File: config.mk
export PLATFORM = sky130hd
export DESIGN_NAME = mash_modulus_ctrl
export DESIGN_NICKNAME = d
export VERILOG_FILES = /design/src/rtl/mash_pkg.sv /design/src/rtl/mash_accum.sv /design/src/rtl/mash_combiner.sv /design/src/rtl/mash_modulus_ctrl.sv
export SDC_FILE = /design/constraint.sdc
export NUM_CORES = 1
export LEC_CHECK = 0
export ABC_AREA = 1
export BUFFER_PORTS_ARGS = -buffer_cell sky130_fd_sc_hd__buf_2
export CORE_UTILIZATION = 54
export DETAILED_ROUTE_END_ITERATION = 8
export GPL_ROUTABILITY_DRIVEN = 0
export HOLD_SLACK_MARGIN = 0.02
export PLACE_DENSITY = 0.72
export SLEW_MARGIN = 20
export SYNTH_ARGS = -nofsm -noshare
export SYNTH_HDL_FRONTEND = slang
export SYNTH_SLANG_ARGS = --single-unit
File: constraint.sdc
create_clock -name clk -period 6.7 [get_ports clk]
set_input_delay 0.335 -clock clk [delete_from_list [all_inputs] [get_ports clk]]
set_output_delay 0.335 -clock clk [all_outputs]
set_load 0.02 [all_outputs]
File: src/rtl/mash_pkg.sv
package mash_pkg;
  localparam int unsigned MASH_STAGES = 3;
  localparam int unsigned CODE_W      = 3;
  localparam int          Y_MIN       = -3;
  localparam int          CODE_OFS    = -Y_MIN;
endpackage

File: src/rtl/mash_accum.sv
module mash_accum #(
  parameter int unsigned W = 16
) (
  input  logic         clk,
  input  logic         rst,
  input  logic         en,
  input  logic [W-1:0] addend,
  output logic [W-1:0] sum_q,
  output logic [W-1:0] sum_nx,
  output logic         carry
);
  logic [W:0] total;

  assign total  = {1'b0, sum_q} + {1'b0, addend};
  assign carry  = total[W];
  assign sum_nx = total[W-1:0];

  always_ff @(posedge clk) begin
    if (rst) begin
      sum_q <= '0;
    end else if (en) begin
      sum_q <= sum_nx;
    end
  end
endmodule

File: src/rtl/mash_combiner.sv
module mash_combiner
  import mash_pkg::*;
#(
  parameter int unsigned MOD_BASE = 27,
  parameter int unsigned MOD_W    = 5
) (
  input  logic                   clk,
  input  logic                   rst,
  input  logic                   en,
  input  logic [MASH_STAGES-1:0] carry,
  output logic [CODE_W-1:0]      code_q,
  output logic [MOD_W-1:0]       mod_q
);
  logic b_d, c_d, c_dd;
  int   y;

  always_comb begin
    y = int'(carry[0])
      + int'(carry[1]) - int'(b_d)
      + int'(carry[2]) - 2 * int'(c_d) + int'(c_dd);
  end

  always_ff @(posedge clk) begin
    if (rst) begin
      b_d    <= 1'b0;
      c_d    <= 1'b0;
      c_dd   <= 1'b0;
      code_q <= CODE_W'(CODE_OFS);
      mod_q  <= MOD_W'(MOD_BASE);
    end else if (en) begin
      b_d    <= carry[1];
      c_d    <= carry[2];
      c_dd   <= c_d;
      code_q <= CODE_W'(y + CODE_OFS);
      mod_q  <= MOD_W'(int'(MOD_BASE) + y);
    end
  end
endmodule

File: src/rtl/mash_modulus_ctrl.sv
module mash_modulus_ctrl
  import mash_pkg::*;
#(
  parameter int unsigned ACC_W    = 16,
  parameter int unsigned MOD_BASE = 27,
  localparam int unsigned MOD_W   = $clog2(MOD_BASE + 5)
) (
  input  logic                  clk,
  input  logic                  rst,
  input  logic                  en,
  input  logic [ACC_W-1:0]      frac_word,
  output logic [CODE_W-1:0]     code,
  output logic [MOD_W-1:0]      modulus
);
  logic [MASH_STAGES-1:0][ACC_W-1:0] stage_in;
  logic [MASH_STAGES-1:0][ACC_W-1:0] acc_q;
  logic [MASH_STAGES-1:0][ACC_W-1:0] acc_nx;
  logic [MASH_STAGES-1:0]            carry;

  for (genvar i = 0; i < MASH_STAGES; i++) begin : g_stage
    if (i == 0) begin : g_head
      assign stage_in[i] = frac_word;
    end else begin : g_tail
      assign stage_in[i] = acc_nx[i-1];
    end
    mash_accum #(.W(ACC_W)) u_acc (
      .clk    (clk),
      .rst    (rst),
      .en     (en),
      .addend (stage_in[i]),
      .sum_q  (acc_q[i]),
      .sum_nx (acc_nx[i]),
      .carry  (carry[i])
    );
  end

  mash_combiner #(.MOD_BASE(MOD_BASE), .MOD_W(MOD_W)) u_comb (
    .clk    (clk),
    .rst    (rst),
    .en     (en),
    .carry  (carry),
    .code_q (code),
    .mod_q  (modulus)
  );
endmodule

# Word-level counts from Yosys, hierarchy flattened

Index checks and enable logic that the tools add are counted.

Bits in registers: 59
Input bits: 19
Output and inout port bits: 8

$add $sub $neg: 10

Operators with widths:

| cell                                                         | count |
|---|---|
| 16-bit by 16-bit adder with 17-bit output                    | 3 |
| 5-bit by 2-bit adder with 5-bit output                       | 2 |
| 4-bit by 5-bit adder with 5-bit output, first input constant | 1 |
| 5-bit by 2-bit subtractor with 5-bit output                  | 1 |
| 5-bit by 3-bit subtractor with 5-bit output                  | 1 |
| 3-bit adder, second input constant                           | 1 |
| 1-bit by 1-bit adder with 2-bit output                       | 1 |

# Logic depth before layout (Yosys ltp)

Gate-level depths: netlist of the first run.

Depth in word-level cells: 8
Depth in mapped cells: 36
Mapped depth without buffers: 36

# Cells and area by module

Synthesis of the first run repeated with hierarchy kept, for this count alone.

Cells, all modules: 903
Area total of the unflattened synthesis: 5392.7 um^2

By module, submodules not included:

| module        | instances | cells each | area each (um^2) | sequential area each (um^2) |
|---|---|---|---|---|
| mash_accum    | 3         | 278        | 1615.3           | 320.3 |
| mash_combiner | 1         | 69         | 546.8            | 160.2 |

# Worst setup path before layout of the first run

OpenSTA, ideal clock, no wires.

Path kind: input to register
From: input port frac_word[0]
To: register u_comb.mod_q[3]
Setup time: 0.115 ns
Arrival time: 4.821 ns
Setup slack: 1.764 ns
Stages on the path: 34
Path through: ha_1 fa_1 nand2_1 nand2_1 and2_4 nand2_2 nand2_2 xnor2_2 inv_1 ha_1 nand2_1 inv_1 nand2_1 inv_1 nand2_1 nand2_1 nand2_1 nand2_1 ha_1 nand2_1 nor2_1 nand3_1 nand3_2 a21oi_1 ha_1 fa_1 inv_1 ha_1 ha_1 a21oi_1 inv_1 or2_2 nand3_1 nand2_1

RTL lines:

| what                   | RTL line                | RTL |
|---|---|---|
| start: declaration     | mash_modulus_ctrl.sv:11 | `input logic [ACC_W-1:0] frac_word,` |
| end signal: assignment | mash_combiner.sv:29     | `mod_q <= MOD_W'(MOD_BASE);` |
| end signal: assignment | mash_combiner.sv:35     | `mod_q <= MOD_W'(int'(MOD_BASE) + y);` |
| end: declaration       | mash_combiner.sv:12     | `output logic [MOD_W-1:0] mod_q` |

==> flow_results.xml, run 1 <==
<?xml version="1.0" encoding="UTF-8"?>
<metrics>
  <group name="outcome">
    <metric name="outcome" unit="">finished clean</metric>
  </group>
  <group name="synthesis">
    <metric name="netlist-cell-type-count" unit="">34</metric>
    <metric name="syn-instance-count" unit="">901</metric>
    <metric name="syn-num-nets" unit="">982</metric>
    <metric name="mappedNetlistArea" unit="um2">5280</metric>
    <metric name="avgSynthCellArea" unit="um2">5.86</metric>
    <metric name="yosysWarnings" unit="">0</metric>
    <metric name="synth_seq_area_share" unit="">0.212</metric>
    <metric name="portion_of_synthesized_cell_area_occupied_by_the_leading_cell_type" unit="">0.212</metric>
    <metric name="synth_largest_area_cell" unit="">sky130_fd_sc_hd__dfxtp_1</metric>
    <metric name="synth.ff_latch_count" unit="">56</metric>
    <metric name="ys_dominant_reg_cell" unit="">sky130_fd_sc_hd__dfxtp_1</metric>
    <metric name="synth_top_cells_by_area" unit="">sky130_fd_sc_hd__dfxtp_1 (21%), sky130_fd_sc_hd__nand2_1 (20%), sky130_fd_sc_hd__ha_1 (14%), sky130_fd_sc_hd__inv_1 (13%), sky130_fd_sc_hd__nor2_1 (8.8%)</metric>
    <metric name="async_flop_share" unit="">0</metric>
    <metric name="synth_edf_count" unit="">0</metric>
  </group>
  <group name="clocking">
    <metric name="cts.sinks" unit="">56</metric>
    <metric name="clock_tree.buffer_depth" unit="">2</metric>
    <metric name="holdBufCountCts" unit="">0</metric>
    <metric name="post_cts.resized_instances" unit="">0</metric>
    <metric name="cts_inserted_buffers" unit="">5</metric>
    <metric name="worst_skew_pair.late_latency" unit="ps">320</metric>
    <metric name="post_cts.repair.setup_buffers" unit="">0</metric>
    <metric name="cts.htree.levels" unit="">2</metric>
    <metric name="ctsRootBufferMaster" unit="">sky130_fd_sc_hd__clkbuf_8</metric>
    <metric name="tritoncts_clock_tree" unit="">yes</metric>
    <metric name="cts.clk_slew.worst_paths" unit="ps">110</metric>
  </group>
  <group name="sta">
    <metric name="fin_tns_setup" unit="ps">0</metric>
    <metric name="worstMarginPinSlew" unit="ps">973</metric>
    <metric name="rsz0062_at_grt" unit="">no</metric>
    <metric name="worst_slew_margin_rel" unit="">0.351</metric>
    <metric name="fmaxAchievable" unit="MHz">177</metric>
    <metric name="setup_viol" unit="">0</metric>
    <metric name="period_needed" unit="ps">5640</metric>
    <metric name="final-hold-violation-count" unit="">0</metric>
    <metric name="final_max_slew_viol_count" unit="">0</metric>
    <metric name="period_utilization_post_route" unit="">0.841</metric>
    <metric name="timing.clock.skew" unit="ps">9.69</metric>
  </group>
  <group name="critical_path">
    <metric name="crit_type" unit="">reg2reg</metric>
    <metric name="slowest_delay" unit="ps">510</metric>
    <metric name="required" unit="ps">6920</metric>
    <metric name="cp_data_arrival_time" unit="ps">5860</metric>
    <metric name="highest_delay_cell_along_the_critical_path" unit="">sky130_fd_sc_hd__fa_1</metric>
    <metric name="critPathMaxFanout" unit="">5</metric>
    <metric name="worstPathBufferInverterCount" unit="">5</metric>
    <metric name="critPathTopFamily" unit="">adder cells</metric>
    <metric name="timing.critical_path.to_type" unit="">register</metric>
    <metric name="r2r_slack" unit="ps">1060</metric>
    <metric name="cp-start-kind" unit="">register</metric>
    <metric name="crit_path_frequent_cell" unit="">sky130_fd_sc_hd__nand2_1</metric>
  </group>
  <group name="placed_design">
    <metric name="portBuffers" unit="">26</metric>
    <metric name="dp_hpwl" unit="um">9620</metric>
    <metric name="dpl_cell_area" unit="um2">5460</metric>
  </group>
  <group name="drt">
    <metric name="drt_pre_antenna_iters" unit="">5</metric>
    <metric name="drt-wirelength-per-cell" unit="um">12.0</metric>
    <metric name="first_iter_violations" unit="">178</metric>
    <metric name="detailed_route_vias_per_instance" unit="">4.92</metric>
    <metric name="totalWireLength" unit="um">12500</metric>
    <metric name="drt.antenna.violating_nets" unit="">0</metric>
    <metric name="via_count" unit="">5136</metric>
    <metric name="remaining_drc_errors" unit="">0</metric>
  </group>
  <group name="global_route">
    <metric name="antenna_violations_before_repair" unit="">0</metric>
    <metric name="grt_overflow_total" unit="">0</metric>
    <metric name="grt_pass1_wl" unit="um">21600</metric>
    <metric name="number_of_global_route_vias_before_repair" unit="">4975</metric>
    <metric name="grt_start_max_net_pins" unit="">85</metric>
    <metric name="grt_usage" unit="">0.264</metric>
  </group>
  <group name="final_layout">
    <metric name="area_delta_synth_final" unit="%">5.14</metric>
    <metric name="drive_gt1_frac" unit="">0.0503</metric>
    <metric name="insertedDiodeCount" unit="">0</metric>
    <metric name="finalNetCount" unit="">995</metric>
    <metric name="postLayoutCellArea" unit="um2">5550</metric>
  </group>
  <group name="pwr">
    <metric name="power_density" unit="nW/um2">394</metric>
    <metric name="vdd_drop_max" unit="V">0.000305</metric>
    <metric name="leakage" unit="nW">3.49</metric>
  </group>
  <group name="floorplanning">
    <metric name="chip_width" unit="um">101</metric>
    <metric name="initial_core_util" unit="">0.564</metric>
    <metric name="fp.dieH" unit="um">101</metric>
    <metric name="fp-row-count" unit="">35</metric>
    <metric name="die-area" unit="um2">10200</metric>
    <metric name="floorplan.core_area" unit="um2">9370</metric>
    <metric name="design.portCount" unit="">27</metric>
  </group>
  <group name="worst_hold_path">
    <metric name="holdCritPathClass" unit="">in2reg</metric>
  </group>
  <group name="run">
    <metric name="max_cap_violations" unit="">0</metric>
  </group>
</metrics>
==> where the power goes <==
| part | total (mW) | switching, mW | internal, mW |
|---|---|---|---|
| logic | 1.52 | 0.982 | 0.542 |
| registers | 0.459 | 0.0485 | 0.410 |
| clock network | 0.202 | 0.125 | 0.0767 |
==> final cells by class <==
cell class	count	area, um2
inverters	184	691
well taps	129	161
flip-flops and latches	56	1120
clock buffers	5	68.8
multi-input cells	640	3350
fillers	975	3820
repair buffers	27	138
clock inverters	3	26.3
==> synthesized netlist by cell type (3+ instances only) <==
library cell and count:
sky130_fd_sc_hd__a21oi_1 31, sky130_fd_sc_hd__buf_2 8, sky130_fd_sc_hd__buf_4 3, sky130_fd_sc_hd__clkbuf_1 6, sky130_fd_sc_hd__dfxtp_1 56, sky130_fd_sc_hd__fa_1 5, sky130_fd_sc_hd__ha_1 57, sky130_fd_sc_hd__inv_1 184
sky130_fd_sc_hd__nand2_1 278, sky130_fd_sc_hd__nand3_1 63, sky130_fd_sc_hd__nand4_1 5, sky130_fd_sc_hd__nor2_1 124, sky130_fd_sc_hd__nor3_1 6, sky130_fd_sc_hd__nor3_2 3, sky130_fd_sc_hd__o211ai_1 3, sky130_fd_sc_hd__o21ai_0 27
sky130_fd_sc_hd__or2_1 4, sky130_fd_sc_hd__xnor2_1 3, sky130_fd_sc_hd__xor2_1 14
==> layout by cell type (no fill, tap or decap), drive strengths merged <==
cell | synthesis | routed
nand2 | 280 | 280
a21oi | 31 | 31
nor3 | 9 | 9
dfxtp | 56 | 56
ha | 57 | 57
nor2 | 124 | 124
or2 | 6 | 6
nand3 | 65 | 65
o21ai | 29 | 29
inv | 184 | 185
o211ai | 3 | 3
and2 | 4 | 4
xnor2 | 4 | 4
clkinv | 0 | 2
nand3b | 2 | 2
clkbuf | 7 | 5
nand4 | 5 | 5
xor2 | 14 | 14
fa | 5 | 5
buf | 13 | 27
nor3b | 1 | 1
o21bai | 1 | 1
==> per-stage QoR <==
stage	util	total power, mW	worst slack [ps]	std cells	hold WS [ps]
after detailed placement	0.582	1.97	1000	1036	476
final	0.593	2.19	1060	1044	423
after global routing	0.593	2.44	646	1044	424
after global placement	0.582	1.93	1070	1036	460
after floorplan	-	1.63	1760	901	456
after CTS	0.593	2.19	1070	1044	412
==> path summary, 6_finish.rpt <==
check | from | to | cells past startpoint
max reg2reg | g_stage[0].u_acc.sum_q[0] | u_comb.mod_q[3] | 34
max | g_stage[0].u_acc.sum_q[0] | u_comb.mod_q[3] | 34
min | frac_word[0] | g_stage[0].u_acc.sum_q[0] | 4
min reg2reg | u_comb.code_q[0] | u_comb.code_q[0] | 2
==> tightest hold or removal path: stages <==
cell	delay, ps
sky130_fd_sc_hd__buf_2	80
sky130_fd_sc_hd__ha_1	150
sky130_fd_sc_hd__nor2_1	50
sky130_fd_sc_hd__nor2_1	100
==> state kept, by name (all words and copies together), names as in the netlist <==
name	flops
u_comb.c_d	1
g_stage.u_acc.sum_q	48
u_comb.c_dd	1
u_comb.mod_q	3
u_comb.b_d	1
u_comb.code_q	2
==> routing by layer <==
| metal | up-vias | GRT usage | routed length, um |
|---|---|---|---|
| li1 | 2754 | - | - |
| met1 | 2277 | 0.326 | 5890 |
| met2 | 86 | 0.480 | 5940 |
| met3 | 19 | 0.0305 | 414 |
| met4 | 0 | 0.0747 | 248 |
| met5 | - | 0 | 0 |
==> logic make-up after synthesis <==
kind of cell	after synthesis	synth area share
simple gates	496	0.386
buf+inv	205	0.154
compound gates	64	0.0625
fa+ha+maj	62	0.154
flops	56	0.212
xor+xnor	18	0.0313
(Power assumes the default switching activity.)
==> run 2: changes to the inputs <==
==> constraint.sdc (replaced) <==
create_clock -name clk -period 5.55 [get_ports clk]
set_input_delay 0.2775 -clock clk [delete_from_list [all_inputs] [get_ports clk]]
set_output_delay 0.2775 -clock clk [all_outputs]
set_load 0.02 [all_outputs]
==> run 2 against run 1 <==
Against the previous run: register-to-register slack got worse by 730 ps; sequential cell count unchanged; via count about the same; wire length increased by 0.82%; total power increased by 29%; utilization increased by 2.6 points; critical endpoint unchanged; largest cell class unchanged; highest routed layer unchanged.
==> flow_results.xml, run 2 (synthesis results as in run 1) <==
<?xml version="1.0" encoding="UTF-8"?>
<metrics>
  <group name="sta">
    <metric name="period_needed" unit="ps">5220</metric>
    <metric name="period_utilization_post_route" unit="">0.940</metric>
    <metric name="fin_tns_setup" unit="ps">0</metric>
    <metric name="timing.final.ws_setup" unit="ps">331</metric>
    <metric name="hold-worst-slack" unit="ps">343</metric>
    <metric name="final_max_slew_viol_count" unit="">0</metric>
    <metric name="worstMarginPinSlew" unit="ps">986</metric>
    <metric name="worst_slew_margin_rel" unit="">0.343</metric>
    <metric name="timing.clock.skew" unit="ps">11.2</metric>
    <metric name="setup_viol" unit="">0</metric>
    <metric name="final-hold-violation-count" unit="">0</metric>
    <metric name="fmaxAchievable" unit="MHz">192</metric>
  </group>
  <group name="pwr">
    <metric name="vdd_drop_max" unit="V">0.000325</metric>
    <metric name="power_density" unit="nW/um2">486</metric>
    <metric name="leakage" unit="nW">3.51</metric>
    <metric name="post-layout-total-power" unit="mW">2.81</metric>
  </group>
  <group name="final_layout">
    <metric name="max_flop_register" unit="">g_stage.u_acc.sum_q</metric>
    <metric name="total_area_of_multi_input_combinational_cells" unit="um2">3550</metric>
    <metric name="most-common-layout-cells" unit="">sky130_fd_sc_hd__nand2_1 (268), sky130_fd_sc_hd__inv_1 (183), sky130_fd_sc_hd__nor2_1 (123)</metric>
    <metric name="num-fill-cells" unit="">953</metric>
    <metric name="finalNetCount" unit="">1000</metric>
    <metric name="most_common_cell_after_layout_fill_and_taps_aside" unit="">sky130_fd_sc_hd__nand2_1</metric>
    <metric name="largestRegisters" unit="">g_stage.u_acc.sum_q: 48 flops, u_comb.mod_q: 3 flops, u_comb.code_q: 2 flops</metric>
    <metric name="area_delta_synth_final" unit="%">9.69</metric>
    <metric name="insertedDiodeCount" unit="">0</metric>
    <metric name="drive_gt1_frac" unit="">0.0891</metric>
    <metric name="final_util" unit="">0.618</metric>
    <metric name="largest_reg_flops" unit="">48</metric>
    <metric name="layout.area.seq" unit="um2">1120</metric>
  </group>
  <group name="drt">
    <metric name="via_count" unit="">5141</metric>
    <metric name="drt-wirelength-per-cell" unit="um">12.0</metric>
    <metric name="totalWireLength" unit="um">12600</metric>
    <metric name="detailed_route_vias_per_instance" unit="">4.90</metric>
    <metric name="drt_pre_antenna_iters" unit="">4</metric>
    <metric name="remaining_drc_errors" unit="">0</metric>
    <metric name="drt.antenna.violating_nets" unit="">0</metric>
    <metric name="first_iter_violations" unit="">205</metric>
  </group>
  <group name="critical_path">
    <metric name="highest_delay_cell_along_the_critical_path" unit="">sky130_fd_sc_hd__fa_1</metric>
    <metric name="timing.critical_path.to_type" unit="">register</metric>
    <metric name="slowest_delay" unit="ps">520</metric>
    <metric name="crit_type" unit="">reg2reg</metric>
    <metric name="critPathMaxFanout" unit="">4</metric>
    <metric name="cp-start-kind" unit="">register</metric>
    <metric name="cp_data_arrival_time" unit="ps">5450</metric>
    <metric name="required" unit="ps">5780</metric>
    <metric name="crit_path_frequent_cell" unit="">sky130_fd_sc_hd__nand2_1</metric>
  </group>
  <group name="clocking">
    <metric name="cts_inserted_buffers" unit="">5</metric>
    <metric name="cts.clk_slew.worst_paths" unit="ps">120</metric>
    <metric name="tritoncts_clock_tree" unit="">yes</metric>
    <metric name="clock_tree.buffer_depth" unit="">2</metric>
    <metric name="cts.htree.levels" unit="">2</metric>
    <metric name="ctsRootBufferMaster" unit="">sky130_fd_sc_hd__clkbuf_8</metric>
    <metric name="holdBufCountCts" unit="">0</metric>
    <metric name="cts.sinks" unit="">56</metric>
    <metric name="worst_skew_pair.late_latency" unit="ps">330</metric>
  </group>
  <group name="floorplanning">
    <metric name="fp-row-count" unit="">35</metric>
    <metric name="initial_core_util" unit="">0.564</metric>
    <metric name="die-area" unit="um2">10200</metric>
    <metric name="chip_width" unit="um">101</metric>
    <metric name="fp.dieH" unit="um">101</metric>
    <metric name="floorplan.core_area" unit="um2">9370</metric>
    <metric name="design.portCount" unit="">27</metric>
  </group>
  <group name="global_route">
    <metric name="antenna_violations_before_repair" unit="">0</metric>
    <metric name="grt_pass1_wl" unit="um">21600</metric>
    <metric name="grt_overflow_total" unit="">0</metric>
    <metric name="grt_usage" unit="">0.266</metric>
    <metric name="number_of_global_route_vias_before_repair" unit="">4860</metric>
    <metric name="grt_start_max_net_pins" unit="">85</metric>
  </group>
  <group name="outcome">
    <metric name="outcome" unit="">finished clean</metric>
  </group>
  <group name="worst_hold_path">
    <metric name="holdCritPathClass" unit="">in2reg</metric>
  </group>
  <group name="placed_design">
    <metric name="portBuffers" unit="">26</metric>
    <metric name="dp_hpwl" unit="um">9500</metric>
    <metric name="preCtsSetupSlack" unit="ps">-94.2</metric>
  </group>
  <group name="run">
    <metric name="max_cap_violations" unit="">0</metric>
  </group>
</metrics>
-- run 2: per-stage QoR --
step,area (um2),cells
2_1_floorplan,5280,901
3_3_place_gp,5480,1039
3_5_place_dp,5480,1039
4_1_cts,5590,1047
5_1_grt,5790,1049
6_report,5790,1049
-- run 2: layout make-up --
type	count	area share
Clock buffer	5	0.0119
Timing Repair Buffer	32	0.0302
Sequential cell	56	0.194
Multi-Input combinational cell	640	0.613
Clock inverter	3	0.00475
Inverter	184	0.119
Tap cell	129	0.0279
-- run 2: report_power, final --
part	internal (mW)	switching, mW
registers	0.495	0.0670
logic	0.766	1.23
clock network	0.0934	0.159
-- run 2: final timing paths --
check / startpoint / end / slack [ps] / depth (start not counted)
max: g_stage[0].u_acc.sum_q[0] / u_comb.mod_q[3] / 330 / 32
min: frac_word[0] / g_stage[0].u_acc.sum_q[0] / 340 / 4
max reg2reg: g_stage[0].u_acc.sum_q[0] / u_comb.mod_q[3] / 330 / 32
min reg2reg: u_comb.code_q[0] / u_comb.code_q[0] / 500 / 2
-- run 2: timing repair --
action / in CTS / in global routing
pin swaps: 0 / 4
gates resized for setup: 2 / 32
setup endpoints to repair: 1 / 4
setup buffers: 0 / 2
-- run 2: critical path: cells and delay by family (launching register included) --
family	cells	cell delay, ps
DFF	1	330
and+or+nand+nor	17	1640
xor gates and xnor gates	1	230
AOI/OAI and AO/OA	3	370
adders and majority gates	8	2360
buffers and inverters	3	180
-- run 2: per-layer routing --
layer | share of wire | wire length [um] | track usage | up-vias
li1 | - | - | - | 2764
met1 | 0.47 | 5930 | 0.344 | 2257
met2 | 0.47 | 5950 | 0.470 | 96
met3 | 0.034 | 426 | 0.0284 | 24
met4 | 0.023 | 288 | 0.0691 | 0
met5 | 0 | 0 | 0 | -
